<file path="config.mk">
export PLATFORM = sky130hd
export DESIGN_NAME = irq_post_engine
export DESIGN_NICKNAME = d
export VERILOG_FILES = /design/src/rtl/irq_post_pkg.sv /design/src/rtl/irq_post_table.sv /design/src/rtl/irq_post_desc.sv /design/src/rtl/irq_post_ctrl.sv /design/src/rtl/irq_post_engine.sv
export SDC_FILE = /design/constraint.sdc
export NUM_CORES = 2
export LEC_CHECK = 0
export BUFFER_PORTS_ARGS = -buffer_cell sky130_fd_sc_hd__buf_2
export CAP_MARGIN = 20
export CORE_MARGIN = 5
export CORE_UTILIZATION = 45
export DETAILED_ROUTE_END_ITERATION = 10
export PLACE_DENSITY = 0.73
export SYNTH_ARGS = -nofsm -noshare
export SYNTH_HDL_FRONTEND = slang
export SYNTH_SLANG_ARGS = --single-unit
</file>
<file path="constraint.sdc">
create_clock -name clk -period 4.5 [get_ports clk]
set_input_delay 0.675 -clock clk [delete_from_list [all_inputs] [get_ports clk]]
set_output_delay 0.675 -clock clk [all_outputs]
set_load 0.02 [all_outputs]
</file>
<file path="src/rtl/irq_post_pkg.sv">
package irq_post_pkg;
  localparam int VEC_W = 8;
  localparam int PIR_W = 1 << VEC_W;

  typedef enum logic [1:0] {ST_IDLE, ST_LOOK, ST_READ, ST_UPD} post_st_e;

  // Notify unless one is already outstanding; suppression yields to urgency.
  function automatic logic notify_needed(input logic on, input logic sn, input logic urg);
    return !on && (urg || !sn);
  endfunction

  function automatic logic [PIR_W-1:0] pir_with_bit(input logic [PIR_W-1:0] pir,
                                                     input logic [VEC_W-1:0] vec);
    logic [PIR_W-1:0] r;
    r = pir;
    r[vec] = 1'b1;
    return r;
  endfunction
endpackage

</file>
<file path="src/rtl/irq_post_table.sv">
module irq_post_table
  import irq_post_pkg::*;
#(
  parameter int DEPTH = 6,
  parameter int IDX_W = 3,
  parameter int DST_W = 8,
  parameter int PD_W  = 2
) (
  input  logic             clk,
  input  logic             rst_n,
  input  logic             wr_en,
  input  logic [IDX_W-1:0] wr_idx,
  input  logic             wr_present,
  input  logic             wr_post,
  input  logic             wr_urgent,
  input  logic [VEC_W-1:0] wr_vec,
  input  logic [DST_W-1:0] wr_dst,
  input  logic [PD_W-1:0]  wr_pd,
  input  logic [IDX_W-1:0] rd_idx,
  output logic             rd_hit,
  output logic             rd_post,
  output logic             rd_urgent,
  output logic [VEC_W-1:0] rd_vec,
  output logic [DST_W-1:0] rd_dst,
  output logic [PD_W-1:0]  rd_pd
);
  logic             e_present [DEPTH];
  logic             e_post    [DEPTH];
  logic             e_urgent  [DEPTH];
  logic [VEC_W-1:0] e_vec     [DEPTH];
  logic [DST_W-1:0] e_dst     [DEPTH];
  logic [PD_W-1:0]  e_pd      [DEPTH];

  for (genvar g = 0; g < DEPTH; g++) begin : g_ent
    always_ff @(posedge clk or negedge rst_n) begin
      if (!rst_n) begin
        e_present[g] <= 1'b0;
        e_post[g]    <= 1'b0;
        e_urgent[g]  <= 1'b0;
        e_vec[g]     <= '0;
        e_dst[g]     <= '0;
        e_pd[g]      <= '0;
      end else if (wr_en && wr_idx == IDX_W'(g)) begin
        e_present[g] <= wr_present;
        e_post[g]    <= wr_post;
        e_urgent[g]  <= wr_urgent;
        e_vec[g]     <= wr_vec;
        e_dst[g]     <= wr_dst;
        e_pd[g]      <= wr_pd;
      end
    end
  end

  // Select by compare so an index past the depth simply misses.
  always_comb begin
    rd_hit    = 1'b0;
    rd_post   = 1'b0;
    rd_urgent = 1'b0;
    rd_vec    = '0;
    rd_dst    = '0;
    rd_pd     = '0;
    for (int i = 0; i < DEPTH; i++) begin
      if (rd_idx == IDX_W'(i)) begin
        rd_hit    = e_present[i];
        rd_post   = e_post[i];
        rd_urgent = e_urgent[i];
        rd_vec    = e_vec[i];
        rd_dst    = e_dst[i];
        rd_pd     = e_pd[i];
      end
    end
  end
endmodule

</file>
<file path="src/rtl/irq_post_desc.sv">
module irq_post_desc
  import irq_post_pkg::*;
#(
  parameter int DEPTH = 4,
  parameter int PD_W  = 2,
  parameter int DST_W = 8
) (
  input  logic             clk,
  input  logic             rst_n,
  input  logic             sw_valid,
  output logic             sw_ready,
  input  logic [PD_W-1:0]  sw_idx,
  input  logic [VEC_W-1:0] sw_nv,
  input  logic [DST_W-1:0] sw_ndst,
  input  logic             sw_sn,
  input  logic             sw_on,
  input  logic             sw_clr,
  input  logic [PD_W-1:0]  sw_rd_idx,
  output logic [PIR_W-1:0] sw_rd_pir,
  output logic             sw_rd_on,
  output logic             sw_rd_sn,
  output logic [VEC_W-1:0] sw_rd_nv,
  output logic [DST_W-1:0] sw_rd_ndst,
  input  logic             lock_active,
  input  logic [PD_W-1:0]  lock_pd,
  output logic             lk_on,
  output logic             lk_sn,
  output logic [VEC_W-1:0] lk_nv,
  output logic [DST_W-1:0] lk_ndst,
  input  logic             upd_en,
  input  logic [VEC_W-1:0] upd_vec,
  input  logic             upd_set_on
);
  logic [PIR_W-1:0] d_pir  [DEPTH];
  logic             d_on   [DEPTH];
  logic             d_sn   [DEPTH];
  logic [VEC_W-1:0] d_nv   [DEPTH];
  logic [DST_W-1:0] d_ndst [DEPTH];

  // Software is held off the descriptor currently under lock.
  assign sw_ready = !(lock_active && sw_idx == lock_pd);

  for (genvar g = 0; g < DEPTH; g++) begin : g_desc
    logic sw_hit, upd_hit;
    assign sw_hit  = sw_valid && sw_ready && sw_idx == PD_W'(g);
    assign upd_hit = upd_en && lock_pd == PD_W'(g);

    always_ff @(posedge clk or negedge rst_n) begin
      if (!rst_n) begin
        d_pir[g]  <= '0;
        d_on[g]   <= 1'b0;
        d_sn[g]   <= 1'b0;
        d_nv[g]   <= '0;
        d_ndst[g] <= '0;
      end else if (sw_hit) begin
        d_on[g]   <= sw_on;
        d_sn[g]   <= sw_sn;
        d_nv[g]   <= sw_nv;
        d_ndst[g] <= sw_ndst;
        if (sw_clr) d_pir[g] <= '0;
      end else if (upd_hit) begin
        d_pir[g] <= pir_with_bit(d_pir[g], upd_vec);
        if (upd_set_on) d_on[g] <= 1'b1;
      end
    end
  end

  always_comb begin
    sw_rd_pir  = '0;
    sw_rd_on   = 1'b0;
    sw_rd_sn   = 1'b0;
    sw_rd_nv   = '0;
    sw_rd_ndst = '0;
    lk_on      = 1'b0;
    lk_sn      = 1'b0;
    lk_nv      = '0;
    lk_ndst    = '0;
    for (int i = 0; i < DEPTH; i++) begin
      if (sw_rd_idx == PD_W'(i)) begin
        sw_rd_pir  = d_pir[i];
        sw_rd_on   = d_on[i];
        sw_rd_sn   = d_sn[i];
        sw_rd_nv   = d_nv[i];
        sw_rd_ndst = d_ndst[i];
      end
      if (lock_pd == PD_W'(i)) begin
        lk_on   = d_on[i];
        lk_sn   = d_sn[i];
        lk_nv   = d_nv[i];
        lk_ndst = d_ndst[i];
      end
    end
  end
endmodule

</file>
<file path="src/rtl/irq_post_ctrl.sv">
module irq_post_ctrl
  import irq_post_pkg::*;
#(
  parameter int IDX_W = 3,
  parameter int DST_W = 8,
  parameter int PD_W  = 2
) (
  input  logic             clk,
  input  logic             rst_n,
  input  logic             req_valid,
  output logic             req_ready,
  input  logic [IDX_W-1:0] req_idx,
  output logic [IDX_W-1:0] look_idx,
  input  logic             ent_hit,
  input  logic             ent_post,
  input  logic             ent_urgent,
  input  logic [VEC_W-1:0] ent_vec,
  input  logic [DST_W-1:0] ent_dst,
  input  logic [PD_W-1:0]  ent_pd,
  output logic             lock_active,
  output logic [PD_W-1:0]  lock_pd,
  input  logic             lk_on,
  input  logic             lk_sn,
  input  logic [VEC_W-1:0] lk_nv,
  input  logic [DST_W-1:0] lk_ndst,
  output logic             upd_evt,
  output logic [VEC_W-1:0] upd_vec,
  output logic             notify_ok,
  output logic             rmp_valid,
  output logic [VEC_W-1:0] rmp_vec,
  output logic [DST_W-1:0] rmp_dst,
  output logic             ntf_valid,
  output logic [VEC_W-1:0] ntf_vec,
  output logic [DST_W-1:0] ntf_dst,
  output logic             fault
);
  post_st_e         st;
  logic             urg_q, on_q, sn_q;
  logic [VEC_W-1:0] nv_q;
  logic [DST_W-1:0] ndst_q;

  assign req_ready = (st == ST_IDLE);
  assign upd_evt   = (st == ST_UPD);
  assign notify_ok = upd_evt && notify_needed(on_q, sn_q, urg_q);

  always_ff @(posedge clk or negedge rst_n) begin
    if (!rst_n) begin
      st          <= ST_IDLE;
      look_idx    <= '0;
      lock_active <= 1'b0;
      lock_pd     <= '0;
      upd_vec     <= '0;
      urg_q       <= 1'b0;
      on_q        <= 1'b0;
      sn_q        <= 1'b0;
      nv_q        <= '0;
      ndst_q      <= '0;
      rmp_valid   <= 1'b0;
      rmp_vec     <= '0;
      rmp_dst     <= '0;
      ntf_valid   <= 1'b0;
      ntf_vec     <= '0;
      ntf_dst     <= '0;
      fault       <= 1'b0;
    end else begin
      rmp_valid <= 1'b0;
      ntf_valid <= 1'b0;
      fault     <= 1'b0;
      unique case (st)
        ST_IDLE: if (req_valid) begin
          look_idx <= req_idx;
          st       <= ST_LOOK;
        end
        ST_LOOK: begin
          if (!ent_hit) begin
            fault <= 1'b1;
            st    <= ST_IDLE;
          end else if (!ent_post) begin
            rmp_valid <= 1'b1;
            rmp_vec   <= ent_vec;
            rmp_dst   <= ent_dst;
            st        <= ST_IDLE;
          end else begin
            // Lock first; descriptor fields are read in the next state.
            lock_active <= 1'b1;
            lock_pd     <= ent_pd;
            upd_vec     <= ent_vec;
            urg_q       <= ent_urgent;
            st          <= ST_READ;
          end
        end
        ST_READ: begin
          on_q   <= lk_on;
          sn_q   <= lk_sn;
          nv_q   <= lk_nv;
          ndst_q <= lk_ndst;
          st     <= ST_UPD;
        end
        ST_UPD: begin
          ntf_valid   <= notify_ok;
          ntf_vec     <= nv_q;
          ntf_dst     <= ndst_q;
          lock_active <= 1'b0;
          st          <= ST_IDLE;
        end
        default: st <= ST_IDLE;
      endcase
    end
  end
endmodule

</file>
<file path="src/rtl/irq_post_engine.sv">
module irq_post_engine
  import irq_post_pkg::*;
#(
  parameter int TBL_DEPTH = 6,
  parameter int IDX_W     = 3,
  parameter int PD_DEPTH  = 4,
  parameter int PD_W      = 2,
  parameter int DST_W     = 8
) (
  input  logic             clk,
  input  logic             rst_n,
  input  logic             req_valid,
  output logic             req_ready,
  input  logic [IDX_W-1:0] req_idx,
  input  logic             tw_en,
  input  logic [IDX_W-1:0] tw_idx,
  input  logic             tw_present,
  input  logic             tw_post,
  input  logic             tw_urgent,
  input  logic [7:0]       tw_vec,
  input  logic [DST_W-1:0] tw_dst,
  input  logic [PD_W-1:0]  tw_pd,
  input  logic             dw_valid,
  output logic             dw_ready,
  input  logic [PD_W-1:0]  dw_idx,
  input  logic [7:0]       dw_nv,
  input  logic [DST_W-1:0] dw_ndst,
  input  logic             dw_sn,
  input  logic             dw_on,
  input  logic             dw_clr_pir,
  input  logic [PD_W-1:0]  dr_idx,
  output logic [255:0]     dr_pir,
  output logic             dr_on,
  output logic             dr_sn,
  output logic [7:0]       dr_nv,
  output logic [DST_W-1:0] dr_ndst,
  output logic             rmp_valid,
  output logic [7:0]       rmp_vec,
  output logic [DST_W-1:0] rmp_dst,
  output logic             ntf_valid,
  output logic [7:0]       ntf_vec,
  output logic [DST_W-1:0] ntf_dst,
  output logic             fault
);
  logic [IDX_W-1:0] look_idx;
  logic             ent_hit, ent_post, ent_urgent;
  logic [VEC_W-1:0] ent_vec;
  logic [DST_W-1:0] ent_dst;
  logic [PD_W-1:0]  ent_pd;
  logic             lock_active;
  logic [PD_W-1:0]  lock_pd;
  logic             lk_on, lk_sn;
  logic [VEC_W-1:0] lk_nv;
  logic [DST_W-1:0] lk_ndst;
  logic             upd_evt, notify_ok;
  logic [VEC_W-1:0] upd_vec;

  irq_post_table #(.DEPTH(TBL_DEPTH), .IDX_W(IDX_W), .DST_W(DST_W), .PD_W(PD_W)) u_tbl (
    .clk(clk), .rst_n(rst_n),
    .wr_en(tw_en), .wr_idx(tw_idx), .wr_present(tw_present), .wr_post(tw_post),
    .wr_urgent(tw_urgent), .wr_vec(tw_vec), .wr_dst(tw_dst), .wr_pd(tw_pd),
    .rd_idx(look_idx), .rd_hit(ent_hit), .rd_post(ent_post), .rd_urgent(ent_urgent),
    .rd_vec(ent_vec), .rd_dst(ent_dst), .rd_pd(ent_pd)
  );

  irq_post_desc #(.DEPTH(PD_DEPTH), .PD_W(PD_W), .DST_W(DST_W)) u_desc (
    .clk(clk), .rst_n(rst_n),
    .sw_valid(dw_valid), .sw_ready(dw_ready), .sw_idx(dw_idx), .sw_nv(dw_nv),
    .sw_ndst(dw_ndst), .sw_sn(dw_sn), .sw_on(dw_on), .sw_clr(dw_clr_pir),
    .sw_rd_idx(dr_idx), .sw_rd_pir(dr_pir), .sw_rd_on(dr_on), .sw_rd_sn(dr_sn),
    .sw_rd_nv(dr_nv), .sw_rd_ndst(dr_ndst),
    .lock_active(lock_active), .lock_pd(lock_pd),
    .lk_on(lk_on), .lk_sn(lk_sn), .lk_nv(lk_nv), .lk_ndst(lk_ndst),
    .upd_en(upd_evt), .upd_vec(upd_vec), .upd_set_on(notify_ok)
  );

  irq_post_ctrl #(.IDX_W(IDX_W), .DST_W(DST_W), .PD_W(PD_W)) u_ctrl (
    .clk(clk), .rst_n(rst_n),
    .req_valid(req_valid), .req_ready(req_ready), .req_idx(req_idx),
    .look_idx(look_idx), .ent_hit(ent_hit), .ent_post(ent_post),
    .ent_urgent(ent_urgent), .ent_vec(ent_vec), .ent_dst(ent_dst), .ent_pd(ent_pd),
    .lock_active(lock_active), .lock_pd(lock_pd),
    .lk_on(lk_on), .lk_sn(lk_sn), .lk_nv(lk_nv), .lk_ndst(lk_ndst),
    .upd_evt(upd_evt), .upd_vec(upd_vec), .notify_ok(notify_ok),
    .rmp_valid(rmp_valid), .rmp_vec(rmp_vec), .rmp_dst(rmp_dst),
    .ntf_valid(ntf_valid), .ntf_vec(ntf_vec), .ntf_dst(ntf_dst), .fault(fault)
  );
endmodule

</file>
# [Yosys cells after proc, flatten, opt, wreduce, memory -nomap -nowiden]
# Cells that the tools add are included.
[classes] order_cmp=2 eq_ne=30 mux=105 n_bitwise=5 n_reduce_logical=50
[ops] operator="256-bit 2-to-1 mux" count=13
[ops] operator="256-bit bitwise OR" count=4
[ops] operator="8-bit 2-to-1 mux" count=28
[ops] operator="1-bit 2-to-1 mux" count=52
[ops] operator="1-bit logical AND" count=19
[ops] operator="2-bit 2-to-1 mux" count=9
[ops] operator="2-bit AND reduction" count=9
[ops] operator="2-bit nonzero test" count=9
[ops] operator="2-bit == test (second input constant)" count=8
[ops] operator="3-bit by 2-bit == test with 1-bit output (second input constant)" count=4
[ops] operator="3-bit == test (second input constant)" count=4
[ops] operator="2-bit != test (second input constant)" count=5
[ops] operator="8-bit by 9-bit < comparator with 1-bit output (second input constant)" count=1
[ops] operator="3-bit AND reduction" count=3
[ops] operator="1-bit demux with 8-bit select" count=1
[ops] operator="2-bit by 1-bit == test with 1-bit output (second input constant)" count=4
[ops] operator="8-bit by 1-bit >= comparator with 1-bit output (second input constant)" count=1
[ops] operator="2-bit zero test" count=4
[ops] operator="2-bit case mux with 4 select lines" count=1
[ops] operator="3-bit by 1-bit == test with 1-bit output (second input constant)" count=2
[ops] operator="3-bit zero test" count=2
[ops] operator="2-bit by 1-bit != test with 1-bit output (second input constant)" count=2
[ops] operator="1-bit zero test" count=3
[ops] operator="2-bit == test" count=1
[ops] operator="other kinds (3)" count=3
[totals] ff_bits=1292 out_inout_bits=311 elab_cells=265

# [Longest topological paths before layout]
[logic_depth] depth_word=10 mapped_depth=8 mapped_depth_nobuf=5

# [Hierarchy]
# A second synthesis with hierarchy kept.
[hier_totals] cells_unflattened=3927 hier_area_um2=56710.6
[by_module_without_submodules] module="irq_post_desc" instances=1 cells_each=3367 area_per_inst_um2=48300.1
[by_module_without_submodules] module="irq_post_table" instances=1 cells_each=402 area_per_inst_um2=5667.9
[by_module_without_submodules] module="irq_post_ctrl" instances=1 cells_each=158 area_per_inst_um2=2742.6

# [Worst setup path after synthesis]
# No wires, ideal clock.
[synth_path] path_kind="input to output" start="in dr_idx[0]" end="out dr_ndst[0]" arrival_ns=2.120 path_slack_ns=1.705 stages=4 path_buffers=3 cell_sequence="clkbuf_1 clkbuf_1 buf_2 mux4_2"
[synth_between] elab_chain_cells=5 word_cells_on_any_way=8 cone_classes="eq/ne: 3; mux: 4; reduce/logical: 1"
[synth_lines] item="from (decl)" line="irq_post_engine.sv:31" rtl="input logic [PD_W-1:0] dr_idx,"
[synth_lines] item="2-bit zero test" line="irq_post_desc.sv:79" rtl="if (sw_rd_idx == PD_W'(i)) begin"
[synth_lines] item="8-bit 2-to-1 mux (3 in a row)" line="irq_post_desc.sv:79"
[synth_lines] item="8-bit 2-to-1 mux *" line="irq_post_desc.sv:79"
[synth_lines] item="to (decl)" line="irq_post_engine.sv:36" rtl="output logic [DST_W-1:0] dr_ndst,"
# Mark *: on every way between the ends. The rest lies on a longest branch, timed or not.

# [Worst setup path after layout]
[layout_path] start="in dr_idx[0]" end="out dr_pir[12]"
[layout_between] elab_chain_cells=5 word_cells_on_any_way=8 cone_classes="eq/ne: 3; mux: 4; reduce/logical: 1"
[layout_lines] item="2-bit zero test" line="irq_post_desc.sv:79"
[layout_lines] item="256-bit 2-to-1 mux (3 in a row)" line="irq_post_desc.sv:79"
[layout_lines] item="256-bit 2-to-1 mux *" line="irq_post_desc.sv:79"
[layout_lines] item="to (decl)" line="irq_post_engine.sv:32" rtl="output logic [255:0] dr_pir,"
# Marked as above.

==> run_results.csv <==
group,metric,value,unit
synthesis,synthesis.nets,4812,
sta,fin_setup_tns,0,ns
route,drt_wl_total,169000,um
synthesis,synthCells,4757,
clock_tree,cts_hold_buf,0,
job,drv_cap,0,
route,drt_pass1_iterations,6,
global_route,antenna_found_initial,16,
placed_design,numPortBuffers,365,
clock_tree,cts-resized-gates,0,
synthesis,synth_edf_count,0,
sta,post-route-period-util,69.0,%
critical_path,cp-start-kind,"primary input",
global_route,grt_overflow,0,
floorplan,die_w,359,um
clock_tree,cts_tree,"yes",
sta,grt_setup_unrepaired,"false",
route,drc,0,
sta,slew_viol_final,0,
cells_and_area,layout_common_cells,"nor2_1 (1314), dfrtp_1 (1291), a21oi_1 (1049), buf_2 (362), mux4_2 (300)",
power_and_ir_drop,leakagePower,30.5,nW
route,ant_nets,0,
sta,hold_ws,-0.0159,ns
global_route,grt.met2_usage,41.6,%
sta,tightestPinTransition,1.14,ns
synthesis,yosysWarnings,0,
critical_path,end_kind,"primary output",
critical_path,crit_path_end,"dr_pir[12]",
synthesis,ys_ff_latch,1292,
clock_tree,clk_path_buf_depth,3,
global_route,grt_max_degree,158,
cells_and_area,area_growth_syn_to_layout,15.2,%
floorplan,die_h,359,um
synthesis,async_flop_share,100,%
cells_and_area,layout_commonest_cell,"nor2_1",
floorplan,design.core.area,122000,sq um
placed_design,dp_slack,1.39,ns
critical_path,rr_worst_depth,7,
floorplan,io_pins,366,
placed_design,gp_congestion,0.792,
critical_path,worstPathArrival,2.43,ns
clock_tree,root_buffer,"clkbuf_16",
critical_path,r2r_setup_slack,1.52,ns
synthesis,avgSynthCellArea,11.5,sq um
power_and_ir_drop,cellPowerDensity,454,nW/um^2
critical_path,worstReg2RegStart,"u_ctrl.lock_pd[1]$_DFFE_PN0P_",
route,drtIter0Drc,4419,
clock_tree,htreeDepth,4,
floorplan,die_area,129000,sq um
clock_tree,clkLatencyLatePin,0.76,ns
synthesis,yosysUniqueCellTypes,40,
global_route,grt.busiest_layer,"met2",
cells_and_area,layout.nets,5067,
cells_and_area,drive_gt1_share,24.8,%
route,post_drt_wl_per_cell,25.0,um
clock_tree,post_cts_buffers,0,
global_route,grt_pass1_vias,42300,
sta,finalSetupViolations,0,
sta,fmax,322,MHz
placed_design,dp_hpwl,99200,um
sta,fin_crit,3.11,ns
global_route,met1_usage,33.4,%
synthesis,ys_seq_area_share,58.9,%
critical_path,r2r-end,"u_desc.d_pir[356]$_DFFE_PN0P_",
route,viasPerCell,6.04,
synthesis,synth_flop_cell,"dfrtp_1",
global_route,grtUsageTotal,25.9,%
route,vias,40800,
critical_path,crit_fanout,45,
sta,hold_viol_final,5,
critical_path,worstPathRequired,3.83,ns
worst_hold_path,hold_path.class,"primary input to async pin",
power_and_ir_drop,power,28.7,mW
sta,worst_slack,1.39,ns
run_status,status,"finished with violations",
global_route,met3_usage,7.60,%
sta,skew,0.0458,ns
power_and_ir_drop,irDropWorstVdd,0.340,mV
clock_tree,cts.clk_slew.worst_paths,0.05,ns
sta,slew_headroom,24.0,%
floorplan,row_count,128,
clock_tree,cts_inserted_buffers,138,
run_status,violations,"negative hold slack",
floorplan,initial_core_util,45.2,%
critical_path,crit_start,"dr_idx[0]",
global_route,grt_pass1_wl,260000,um
synthesis,syn-cell-area,54900,sq um
critical_path,crit_type,"primary input to primary output",
clock_tree,clock_sinks,1292,
-- metrics by stage --
stage                     util, %  std cells  area, sq um
after floorplan                 -       4757        54900
after global placement       48.3       6496        58700
after detailed placement     48.3       6497        58700
after CTS                    52.1       6746        63300
after global routing         52.1       6750        63300
final                        52.1       6757        63300
-- worst min-delay path by stage --
stage                                    end                          start  cells past startpoint
2_1_floorplan                      async pin                          rst_n                      0
3_3_place_gp   u_ctrl.rmp_dst[5]$_DFFE_PN0P_  u_ctrl.rmp_dst[5]$_DFFE_PN0P_                      1
3_5_place_dp   u_ctrl.rmp_dst[6]$_DFFE_PN0P_  u_ctrl.rmp_dst[6]$_DFFE_PN0P_                      1
4_1_cts        u_desc.d_pir[556]$_DFFE_PN0P_                          rst_n                      1
5_1_grt        u_desc.d_pir[556]$_DFFE_PN0P_                          rst_n                      1
6_report       u_desc.d_pir[556]$_DFFE_PN0P_                          rst_n                      1
-- metal layers --
metal	vias to the layer above	share of wire (%)
met3	392	9.8
li1	17100	-
met4	6	3.9
met2	2054	48
met1	21300	39
met5	-	0.022
-- layout make-up --
type,instances,area (sq um)
Inverter,6,22.5
Sequential cell,1292,32300
Clock buffer,194,3880
Multi-Input combinational cell,3091,21100
Tap cell,1625,2030
Fill cell,10200,58200
Timing Repair Buffer,483,3290
Clock inverter,55,658
Antenna cell,11,27.5
-- Yosys cell counts, types with 2 or more instances --
cell type	count	area share [%]
a211oi_1	5	0.068
a21oi_1	1050	9.6
a31oi_1	2	0.023
and2_0	2	0.023
and2_1	4	0.046
buf_1	34	0.23
buf_2	193	1.8
buf_4	2	0.027
clkbuf_1	138	0.94
dfrtp_1	1292	59
inv_1	6	0.041
mux2_1	9	0.18
mux2_2	247	5.1
mux2i_1	35	0.64
mux4_2	300	12
nand2_1	36	0.25
nand2b_1	3	0.034
nand3_1	15	0.14
nand4_1	2	0.023
nor2_1	1315	9.0
nor2b_1	13	0.15
nor3_1	4	0.036
nor3b_1	3	0.041
nor4_1	2	0.023
o211ai_1	2	0.027
o21ai_0	17	0.15
o22a_1	3	0.048
o22ai_1	10	0.11
xnor2_1	2	0.032
-- report_power, final --
group / internal [mW] / switching (mW) / leakage, nW / total [mW]
Clock: 6.42 / 4.91 / 2.21 / 11.3
Combinational: 1.69 / 2.71 / 10.8 / 4.40
Sequential: 12.4 / 0.633 / 17.6 / 13.0
-- worst max-delay path, cell delays in order --
cell and delay [ns]:
buf_8 0.50, buf_12 0.35, mux4_2 0.61, buf_2 0.19
-- kinds of logic after synthesis --
group	count (synthesis)	synth area share, %
muxes	591	18.2
and+or+nand+nor	1406	9.85
buffers and inverters	374	3.02
xor gates and xnor gates	2	0.0319
DFF	1292	58.9
AOI/OAI and AO/OA	1092	10.1
-- state kept, by name, indices dropped and copies added, names as in the netlist, 8 cells and up, named ones only --
name and count:
u_ctrl.upd_vec 8, u_tbl.e_vec 48, u_tbl.e_dst 48, u_desc.d_nv 32
u_ctrl.ntf_dst 8, u_ctrl.nv_q 8, u_tbl.e_pd 12, u_ctrl.rmp_vec 8
u_desc.d_pir 1024, u_desc.d_ndst 32, u_ctrl.ntf_vec 8, u_ctrl.ndst_q 8
u_ctrl.rmp_dst 8
(Power assumes the default switching activity.)
